### config.mk
export PLATFORM = sky130hd
export DESIGN_NAME = fe_init_seq
export DESIGN_NICKNAME = d
export VERILOG_FILES = /design/src/rtl/fe_init_pkg.sv /design/src/rtl/fe_init_rstsync.sv /design/src/rtl/fe_init_rom.sv /design/src/rtl/fe_init_ctrl.sv /design/src/rtl/fe_init_seq.sv
export SDC_FILE = /design/constraint.sdc
export NUM_CORES = 1
export LEC_CHECK = 0
export BUFFER_PORTS_ARGS = -buffer_cell sky130_fd_sc_hd__buf_2
export CAP_MARGIN = 20
export CORE_ASPECT_RATIO = 0.75
export CORE_MARGIN = 5
export CORE_UTILIZATION = 50
export DETAILED_ROUTE_END_ITERATION = 8
export GPL_TIMING_DRIVEN = 0
export PLACE_DENSITY_LB_ADDON = 0.12
export SETUP_SLACK_MARGIN = 0.02
export SKIP_CTS_REPAIR_TIMING = 1
export SYNTH_ARGS = -nofsm -noshare
export SYNTH_HDL_FRONTEND = slang
export SYNTH_HIERARCHICAL = 1
export SYNTH_SLANG_ARGS = --single-unit
### constraint.sdc
create_clock -name clk -period 5.46 [get_ports clk]
set_clock_uncertainty 0.15 [all_clocks]
set_input_delay 0.273 -clock clk [delete_from_list [all_inputs] [get_ports clk]]
set_output_delay 0.273 -clock clk [all_outputs]
set_load 0.02 [all_outputs]
### src/rtl/fe_init_pkg.sv
package fe_init_pkg;
  typedef enum logic [1:0] {
    PORT_CARD = 2'd0,
    PORT_CHIP = 2'd1,
    PORT_APP  = 2'd2
  } port_e;

  localparam int STEP_W         = 4;
  localparam int CARD_WRITES    = 8;  // steps 0..7
  localparam int CLK_EN_STEP    = 6;  // first card write carrying 0xFF
  localparam int CHIP_DFLT_STEP = 8;
  localparam int RESYNC_STEP    = 9;
  localparam int PHASE_STEP     = 10;
  localparam logic [15:0] CHIP_DFLT_SUB = 16'hFF03;
  localparam logic [15:0] CHIP_PLL_SUB  = 16'hFF00;
endpackage

### src/rtl/fe_init_rstsync.sv
module fe_init_rstsync (
  input  logic clk,
  input  logic rst_n,
  output logic rst_sync_n
);
  logic meta_q;

  always_ff @(posedge clk or negedge rst_n) begin
    if (!rst_n) begin
      meta_q     <= 1'b0;
      rst_sync_n <= 1'b0;
    end else begin
      meta_q     <= 1'b1;
      rst_sync_n <= meta_q;
    end
  end
endmodule

### src/rtl/fe_init_rom.sv
module fe_init_rom
  import fe_init_pkg::*;
#(
  parameter int ADDR_W  = 32,
  parameter int DATA_W  = 32,
  parameter int PHASE_W = 8
) (
  input  logic [STEP_W-1:0]  step_i,
  input  logic [DATA_W-1:0]  dflt_i,
  input  logic [PHASE_W-1:0] phase_i,
  output port_e              port_o,
  output logic [ADDR_W-1:0]  addr_o,
  output logic [DATA_W-1:0]  data_o
);
  localparam logic [STEP_W-1:0] LAST_CARD = STEP_W'(CARD_WRITES - 1);

  always_comb begin
    port_o = PORT_CARD;
    addr_o = '0;
    data_o = '0;
    if (step_i < STEP_W'(CARD_WRITES)) begin
      // card bank: reset asserted first, released last
      addr_o = (step_i == LAST_CARD) ? '0 : ADDR_W'(step_i);
      data_o = (step_i >= STEP_W'(CLK_EN_STEP)) ? DATA_W'(8'hFF) : '0;
    end else if (step_i == STEP_W'(CHIP_DFLT_STEP)) begin
      port_o = PORT_CHIP;
      addr_o = ADDR_W'(CHIP_DFLT_SUB);
      data_o = dflt_i;
    end else if (step_i == STEP_W'(RESYNC_STEP)) begin
      port_o = PORT_APP;
      addr_o = '1;
      data_o = DATA_W'(1);
    end else begin
      port_o = PORT_CHIP;
      addr_o = ADDR_W'(CHIP_PLL_SUB);
      data_o = DATA_W'(phase_i);
    end
  end
endmodule

### src/rtl/fe_init_ctrl.sv
module fe_init_ctrl
  import fe_init_pkg::*;
(
  input  logic              clk,
  input  logic              rst_n,
  input  logic              start_i,
  input  logic              phase_en_i,
  input  logic              ack_i,
  output logic              accept_o,
  output logic              active_o,
  output logic              done_o,
  output logic [STEP_W-1:0] step_o
);
  typedef enum logic {ST_IDLE, ST_WRITE} state_e;

  state_e            state_q, state_d;
  logic [STEP_W-1:0] step_q, step_d;
  logic              done_q, done_d;
  logic              en_q, en_d;
  logic              last_step;

  assign last_step = (step_q == STEP_W'(PHASE_STEP)) ||
                     ((step_q == STEP_W'(RESYNC_STEP)) && !en_q);

  always_comb begin
    state_d  = state_q;
    step_d   = step_q;
    en_d     = en_q;
    done_d   = 1'b0;
    accept_o = 1'b0;
    case (state_q)
      ST_IDLE: begin
        if (start_i) begin
          accept_o = 1'b1;
          state_d  = ST_WRITE;
          step_d   = '0;
          en_d     = phase_en_i;
        end
      end
      ST_WRITE: begin
        if (ack_i) begin
          if (last_step) begin
            state_d = ST_IDLE;
            done_d  = 1'b1;
          end else begin
            step_d = step_q + 1'b1;
          end
        end
      end
      default: state_d = ST_IDLE;
    endcase
  end

  always_ff @(posedge clk or negedge rst_n) begin
    if (!rst_n) begin
      state_q <= ST_IDLE;
      step_q  <= '0;
      done_q  <= 1'b0;
      en_q    <= 1'b0;
    end else begin
      state_q <= state_d;
      step_q  <= step_d;
      done_q  <= done_d;
      en_q    <= en_d;
    end
  end

  assign active_o = (state_q == ST_WRITE);
  assign done_o   = done_q;
  assign step_o   = step_q;
endmodule

### src/rtl/fe_init_seq.sv
module fe_init_seq
  import fe_init_pkg::*;
#(
  parameter int ADDR_W  = 32,
  parameter int DATA_W  = 32,
  parameter int PHASE_W = 8
) (
  input  logic               clk,
  input  logic               rst_n,
  input  logic               start_i,
  input  logic               phase_en_i,
  input  logic [PHASE_W-1:0] phase_val_i,
  input  logic [DATA_W-1:0]  dflt_word_i,
  input  logic               ack_i,
  output logic               wr_valid_o,
  output logic [1:0]         wr_port_o,
  output logic [ADDR_W-1:0]  wr_addr_o,
  output logic [DATA_W-1:0]  wr_data_o,
  output logic               busy_o,
  output logic               done_o
);
  logic               rst_sync_n;
  logic               accept;
  logic               active;
  logic [STEP_W-1:0]  step;
  logic [PHASE_W-1:0] phase_q;
  logic [DATA_W-1:0]  dflt_q;
  port_e              port_w;

  fe_init_rstsync u_rstsync (
    .clk        (clk),
    .rst_n      (rst_n),
    .rst_sync_n (rst_sync_n)
  );

  fe_init_ctrl u_ctrl (
    .clk        (clk),
    .rst_n      (rst_sync_n),
    .start_i    (start_i),
    .phase_en_i (phase_en_i),
    .ack_i      (ack_i),
    .accept_o   (accept),
    .active_o   (active),
    .done_o     (done_o),
    .step_o     (step)
  );

  // operands captured when the sequence is accepted
  always_ff @(posedge clk or negedge rst_sync_n) begin
    if (!rst_sync_n) begin
      phase_q <= '0;
      dflt_q  <= '0;
    end else if (accept) begin
      phase_q <= phase_val_i;
      dflt_q  <= dflt_word_i;
    end
  end

  fe_init_rom #(
    .ADDR_W  (ADDR_W),
    .DATA_W  (DATA_W),
    .PHASE_W (PHASE_W)
  ) u_rom (
    .step_i  (step),
    .dflt_i  (dflt_q),
    .phase_i (phase_q),
    .port_o  (port_w),
    .addr_o  (wr_addr_o),
    .data_o  (wr_data_o)
  );

  assign wr_port_o  = port_w;
  assign wr_valid_o = active;
  assign busy_o     = active;
endmodule

==> results.txt, run 1 <==
* Status: finished clean
* Initial DRC count: 108
- Worst ir drop on vdd: 0.0002364 V
- Number of flip-flops and latches in the synthesized netlist: 49
* Post-synth net total: 283
- Element type at the critical path start: register
- Traced cell by cell, the critical path runs through nand2b_1 -> nor2_1 -> buf_4 -> buf_4 -> buf_2.
- The share of the Yosys chip area taken by registers is 0.4627.
- Clock tree from TritonCTS: done
- After clock tree synthesis, the clock-pin slew on the worst setup and hold paths is about 0.080 ns.
- Clock share of power: 0.114
- Minimum clock period after layout: 2.366 ns
- The tree built by TritonCTS fans out to 49 sinks.
* Fraction of power consumed by sequential logic: 0.374
* Final antenna-violating net count: 0
* Gate count of the mapped netlist: 235
- The first global-routing pass estimated between 9000 and 10,000 µm of wire.
* CTS H-Tree Depth: 2
- After synthesis the cells add up to 2650 µm².
- Across every metal layer, demand over resource in global routing totals 0.1834.
* Final Power: 1771 µW
* Largest fanout on the critical path: 18
* Diode count: 0
* Final hold slack: 0.04109 ns
- Register-to-Register Setup Slack: 3.29 ns
- In this run the mean area of a mapped cell was between 10 and 15 µm².
- The number of antenna violations at the first check in global routing was 0.
- Clock tree synthesis inserted a total of 5 buffers.
- STA classifies the critical path endpoint as an output pin.
* Buffering stage count on the worst path with inverters included: 3
- Setup TNS after final layout: 0 ns
- DRC violation count after routing: 0
* Sum of overflow across all layers after global routing: 0
- Counting tap cells, the placed design contains a total of 424 instances.
* Die area: roughly 6900 µm²
- Placed cell area: 3331 µm²
* Buffers added on ports: 113
- Relative to the synthesized area, the layout overhead comes to 29.84%.
- RSZ-0062 raised after global routing: false
* Category of cells accounting for the largest share of critical-path delay: flip-flops
- The clock passes through at most 2 buffers.
- The number of global-route vias before repair came to about 2,000.
* Placed wire-length estimate after detailed placement: between 4000 and 5000 µm
- Number of I/O pins: around 110
- Count of final setup violators: 0
- For the worst-skew pair, the clock arrives at the later sink with an insertion delay of approximately 0.29 ns.
- Derived from the worst setup path, the maximum achievable clock frequency is 422.7 MHz.
- Routability congestion estimate: 0.8006
- Final max-slew violation count: 0
- For the pin with the worst max-slew slack, the measured transition is 0.5982 ns.
- The region available for standard cell placement spans 5238 µm².
- By instance count, the cell type seen most on the critical path is buf_4.
* Post-route non-filler standard cell count: 435
* Start point of the critical path: u_ctrl/step_o[0]
- Post-synthesis async set-or-reset flop share: 1.000
- Starting Density: 0.5060
- The most used flip-flop cell after synthesis is dfrtp_1.
- Once layout is done, the placed cells without fillers occupy 3441 µm².
- Worst Hold Launch: start_i
- Overall die height: around 73 µm
- Switching component of the power: 720.3 µW
- Critical path data arrival time: between 1.5 and 2 ns
- Summed over all cells, the static leakage comes to 0.001832 µW.
* HP Class: in2reg
- Horizontal die dimension: 94.07 µm
- Dividing the final minimum period by the clock period gives 0.4333.
- Post-detailed-route wirelength per cell: around 14 µm
- The internal portion of the total power is 1051 µW.
* Commonest non-fill, non-tap cell in the layout: buf_2
- Number of warnings issued by yosys: 6
- After the last flow step, the layout net total stands at between 400 and 500.
- After detailed routing, the number of vias per cell comes to 4.837.
- DRT Pass-1 Iters: 4
- Routed Wire Length: between 6000 and 7000 µm
* Number of violations of the max-capacitance limit: 0
* Clk Tree Root Cell: clkbuf_8
- In this run, distinct cell masters in the synthesized netlist total 35.
- Startpoint of the most critical register-to-register path: u_ctrl/step_o[1]
- Largest net degree at the start of global routing: 40
- Rows: 23
* Share of cells above drive strength 1: 0.5806
- For this block, the via count after detailed routing is around 2,100.
* Number of failing hold endpoints at the final stage: 0
- Of the total power, the share spent switching nets is 0.4067.
- The largest single stage delay on the critical path is roughly 0.68 ns.
- Cell Pwr Density: 514.7 nW/µm²
- Worst max-slew margin expressed relative to the limit: 0.6004
* Proportion of power drawn by combinational gates: 0.511
* Worst setup path class: reg2out
- Number of synthesized flops with an enable pin: 0
- Leaving out fill and tap cells, the most frequent cells in the layout are buf_2, dfrtp_1, mux2_2.
* Required arrival time at the worst endpoint: 5.04 ns
- On the critical path, the stage with the largest delay is an instance of dfrtp_1.
==> cell usage after synthesis, types with 2 or more instances <==
master | n | share of area
a21oi_1 | 2 | 0.0038
a22oi_1 | 7 | 0.020
and2_1 | 24 | 0.057
buf_2 | 3 | 0.0057
buf_4 | 32 | 0.091
buf_6 | 4 | 0.017
dfrtp_1 | 49 | 0.46
ha_1 | 3 | 0.014
inv_1 | 3 | 0.0042
mux2_2 | 41 | 0.17
nand2_1 | 22 | 0.031
nand2b_1 | 3 | 0.0071
nor2_1 | 7 | 0.0099
nor2b_1 | 3 | 0.0071
o21ai_0 | 4 | 0.0076
o22ai_1 | 2 | 0.0047
o2bb2ai_1 | 7 | 0.023
xnor2_1 | 2 | 0.0066
==> metal layers <==
metal | vias up | track usage | share of wire
met3 | 4 | 0.05155 | 0.072
met1 | 1019 | 0.2536 | 0.42
met2 | 61 | 0.2935 | 0.50
met5 | - | 0 | 0
li1 | 1020 | - | -
met4 | 0 | 0.03205 | 0.0037
==> per-stage QoR <==
| step | setup WS, ns | utilization |
|---|---|---|
| 2_1_floorplan | 3.096 | - |
| 3_3_place_gp | 2.994 | 0.6319 |
| 3_5_place_dp | 2.924 | 0.6359 |
| 4_1_cts | 2.585 | 0.6517 |
| 5_1_grt | 2.869 | 0.6570 |
| 6_report | 3.094 | 0.6570 |
==> registers in the layout (all words and copies together) (netlist names) <==
signal,flops
phase_q,8
dflt_q,32
u_ctrl/done_o,1
u_ctrl/step_o,4
u_rstsync/rst_sync_n,1
u_rstsync/meta_q,1
u_ctrl/active_o,1
u_ctrl/en_q,1
==> path summary, 6_finish.rpt <==
check	to	depth (start not counted)
hold reg to reg	u_ctrl/en_q	1
setup / recovery	wr_addr_o[22]	5
setup reg to reg	u_ctrl/step_o[2]	6
min in group asynchronous	u_ctrl/en_q	1
hold / removal	u_ctrl/step_o[3]	2
max in group asynchronous	dflt_q[27]	1
==> cell type report <==
cell class	instances	area, µm²
Multi-Input combinational cell	142	1105
Sequential cell	49	1227
Clock buffer	6	72.57
Tap cell	75	93.84
Timing Repair Buffer	117	613.1
Buffer	40	304.0
Fill cell	467	1797
Clock inverter	2	10.01
Inverter	4	15.01
==> kinds of logic (layout without fill, tap and decap cells) <==
| logic type | Yosys count | in the layout | synth area share |
|---|---|---|---|
| flip-flops | 49 | 49 | 0.4627 |
| adder cells (fa/ha/maj) | 3 | 3 | 0.01417 |
| other | 1 | 1 | 0.001415 |
| multiplexers | 41 | 41 | 0.1742 |
| AO/OA/AOI/OAI | 28 | 28 | 0.07932 |
| AND/OR/NAND/NOR | 67 | 67 | 0.1412 |
| buffers and inverters | 44 | 169 | 0.1204 |
| XOR/XNOR | 2 | 2 | 0.006611 |
==> worst register-to-register path, stage by stage (launching register included) <==
cell	delay (ns)
dfrtp_1	0.66
inv_1	0.10
ha_1	0.18
nor2b_1	0.12
o2111a_2	0.28
or4b_1	0.51
o21ai_0	0.09
==> power by group through the flow <==
| stage | Combinational, µW | Sequential, µW | Clock (µW) |
|---|---|---|---|
| 6_report | 906 | 663 | 202 |
| 5_1_grt | 982 | 696 | 224 |
| 4_1_cts | 908 | 664 | 209 |
| 3_5_place_dp | 907 | 672 | 0 |
| 3_3_place_gp | 877 | 663 | 0 |
| 2_1_floorplan | 673 | 638 | 0 |
No activity file was read; power rests on OpenSTA's default activity.
==> run 2, diff against run 1 <==
- CORE_UTILIZATION: 50 -> 48
- clock period: 5.46 -> 2.4 ns (I/O delays scaled with it)
==> run 2 against run 1 <==
Compared with the run above:
- non-clock buffer count grew 43
- final area grew 13%
- wire length grew 12%
- power grew 140%
- largest cell class is now buffers
==> results.txt, run 2 (synthesis results as in run 1) <==
* Critical path data arrival time: 1.92 ns (was 1.94 ns)
- Nets: 450 (was 407)
* Starting Density: 0.4951 (was 0.5060)
* Number of flip-flops in the largest register: 32 (unchanged)
- The overall die height is 74.35 µm (was 73.05 µm).
* Clock sink count: 49 (unchanged)
* Minimum clock period after layout: ~2.2 ns
* Final antenna-violating net count: 0 (unchanged)
* Setup TNS after final layout: 0 ns (unchanged)
- Via-per-instance ratio: 4.745 (was 4.837)
- The transition time of the tightest slew-check pin is 0.5699 ns (was 0.5982 ns).
- The kind of end point of the critical path is an output pin (unchanged).
* Highest-count cells in the layout ignoring fill and taps: buf_2, dfrtp_1, dlygate4sd3_1 (was buf_2, dfrtp_1, mux2_2)
- Worst-case setup slack after placement: 0.2867 ns (was 2.924 ns)
- The largest stage delay on the critical path was 0.56 ns (was 0.68 ns).
- Die area: 7122 µm² (was 6871 µm²)
- Largest net degree at the start of global routing: 37 (was 40)
- The final cell count without fillers came to 478 (was 435).
* Via count of the first global-routing pass: 2,012 (was 1,984)
* Fin util: 0.7295 (was 0.6570)
* Total CTS buffers: 5 (unchanged)
- The routability congestion estimate from global placement was 0.7772 (was 0.8006).
- Final max-slew violation count: 0 (unchanged)
- CTS H-Tree Depth: 2 (unchanged)
- Lkg Pwr: 0.002020 µW (was 0.001832 µW)
- The total wirelength of the detailed-routed design is 6875 µm (was 6146 µm).
- Share of the clock period used by the worst path after layout: 0.9108
- Sum of overflow across all layers after global routing: 0 (unchanged)
- The power density normalized to cell area was 1079 nW/µm² (was 514.7 nW/µm²).
- The overall die width is 95.80 µm (was 94.07 µm).
- Number of I/O pins: 114 (unchanged)
- Area growth syn-to-layout: 47.36% (was 29.84%)
* Post-detailed-route wirelength per cell: 14.38 µm (was 14.13 µm)
- Worst max-slew margin expressed relative to the limit: 0.6193 (was 0.6004)
* Placed wire-length estimate after detailed placement: 4619 µm (was 4656 µm)
* Footprint of the multi-input gates: 1107 µm² (was 1105 µm²)
* Required arrival time at the worst endpoint: 2.13 ns (was 5.04 ns)
* DRC violation count after routing: 0 (unchanged)
* Status: finished clean (unchanged)
* Cell total after placement: 425 (was 424)
- Register clock-pin slew on the reported worst setup and hold paths: 0.08 ns (about the same)
* Number of failing hold endpoints at the final stage: 0 (unchanged)
- The number of DRC markers after the initial detailed-route iteration is 73 (was 108).
* Clk Tree Root Cell: clkbuf_8 (unchanged)
- The most common library cell in the layout ignoring fill and taps is buf_2 (unchanged).
- The worst-path cell with the longest stage delay is dfrtp_1 (unchanged).
- The most flop-heavy register is dflt_q (unchanged).
* Max Buffers Root-to-Sink: 2 (unchanged)
- The minimum setup slack among reg-to-reg paths came to 0.27 ns (was 3.29 ns).
- Number of violations of the max-capacitance limit: 0 (unchanged)
- The core region area came to 5353 µm² (was 5238 µm²).
- Count of final setup violators: 0 (unchanged)
- The fraction of layout cells with a size suffix above 1 is 0.5261 (was 0.5806).
* Wire length of the first global-routing pass: 9501 µm (was 9887 µm)
* HP Class: reg2async (was in2reg)
- The fill cell total of the finished layout is 410 (was 467).
* Rows: 23 (unchanged)
- The number of antenna violations at the first check in global routing was 0 (unchanged).
- Buffers added on ports: 113 (unchanged)
- Slack of the critical path: 0.2140 ns (was 3.094 ns)
- RSZ-0062 raised after global routing: false (unchanged)
- The startpoint class of the critical path was a register (unchanged).
- DRT Pass-1 Iters: 4 (unchanged)
* GRT Total Usage: 0.1712 (was 0.1834)
* Final hold slack: 0.006346 ns (was 0.04109 ns)
- Diode count: 0 (unchanged)
- Timing would allow up to approximately 460 MHz.
* Worst ir drop on vdd: 0.0005804 V (was 0.0002364 V)
- Clock tree from TritonCTS: done (unchanged)
- The type of the worst setup path is reg2out (unchanged).
- DR vias: 2,268 (was 2,104)
- The clock insertion delay at the later pin of the skew report was 0.29 ns (about the same).
- Area used by sequential logic in the layout: 1230 µm² (was 1227 µm²)
- The largest fanout on the critical path was 16 (was 18).
- Series of cell instances along the critical path: nand2b_1 -> nor2_2 -> buf_6 -> buf_4 -> buf_2 (was nand2b_1 -> nor2_1 -> buf_4 -> buf_4 -> buf_2).
run 2: where the power goes:
| part | switching, µW | internal (µW) | leakage (µW) | total (µW) |
|---|---|---|---|---|
| logic | 1110 | 1030 | 0.00137 | 2140 |
| registers | 304 | 1210 | 0.000592 | 1510 |
| clock network | 257 | 309 | 0.0000552 | 566 |
| total | 1670 | 2550 | 0.00202 | 4210 |
run 2: area by class of cell:
class	count	share of cell area
Buffer	40	0.07786
Clock buffer	6	0.01858
Clock inverter	2	0.008971
Inverter	4	0.003845
Multi-Input combinational cell	142	0.2836
Sequential cell	49	0.3150
Tap cell	75	0.02403
Timing Repair Buffer	160	0.2682
run 2: metrics by stage:
step           cell area (µm²)  power, µW
2_1_floorplan             2650       2981
3_3_place_gp              3309       3512
3_5_place_dp              3342       3592
4_1_cts                   3450       4166
5_1_grt                   3905       4512
6_report                  3905       4215
run 2: worst paths after layout:
check                                     start              endpoint  cells past startpoint
min                        u_rstsync/rst_sync_n         u_ctrl/done_o                      0
min reg2reg                u_rstsync/rst_sync_n         u_ctrl/done_o                      0
max in group asynchronous                 rst_n  u_rstsync/rst_sync_n                      3
max                            u_ctrl/step_o[1]         wr_addr_o[22]                      5
min in group clk               u_rstsync/meta_q  u_rstsync/rst_sync_n                      0
max reg2reg                    u_ctrl/step_o[1]      u_ctrl/step_o[2]                      6
run 2: worst max-delay path: cells and delay by family, from the launching register on:
| kind | cells | cell delay, ns |
|---|---|---|
| AND/OR/NAND/NOR | 2 | 0.57 |
| flip-flops | 1 | 0.56 |
| buffers and inverters | 3 | 0.50 |
run 2: routing by layer:
| metal | routed length [µm] | up-vias | track usage |
|---|---|---|---|
| met4 | 57 | 0 | 0.04259 |
| met2 | 3474 | 81 | 0.2773 |
| met3 | 537 | 6 | 0.05662 |
| li1 | - | 1109 | - |
| met5 | 0 | - | 0 |
| met1 | 2805 | 1072 | 0.2237 |
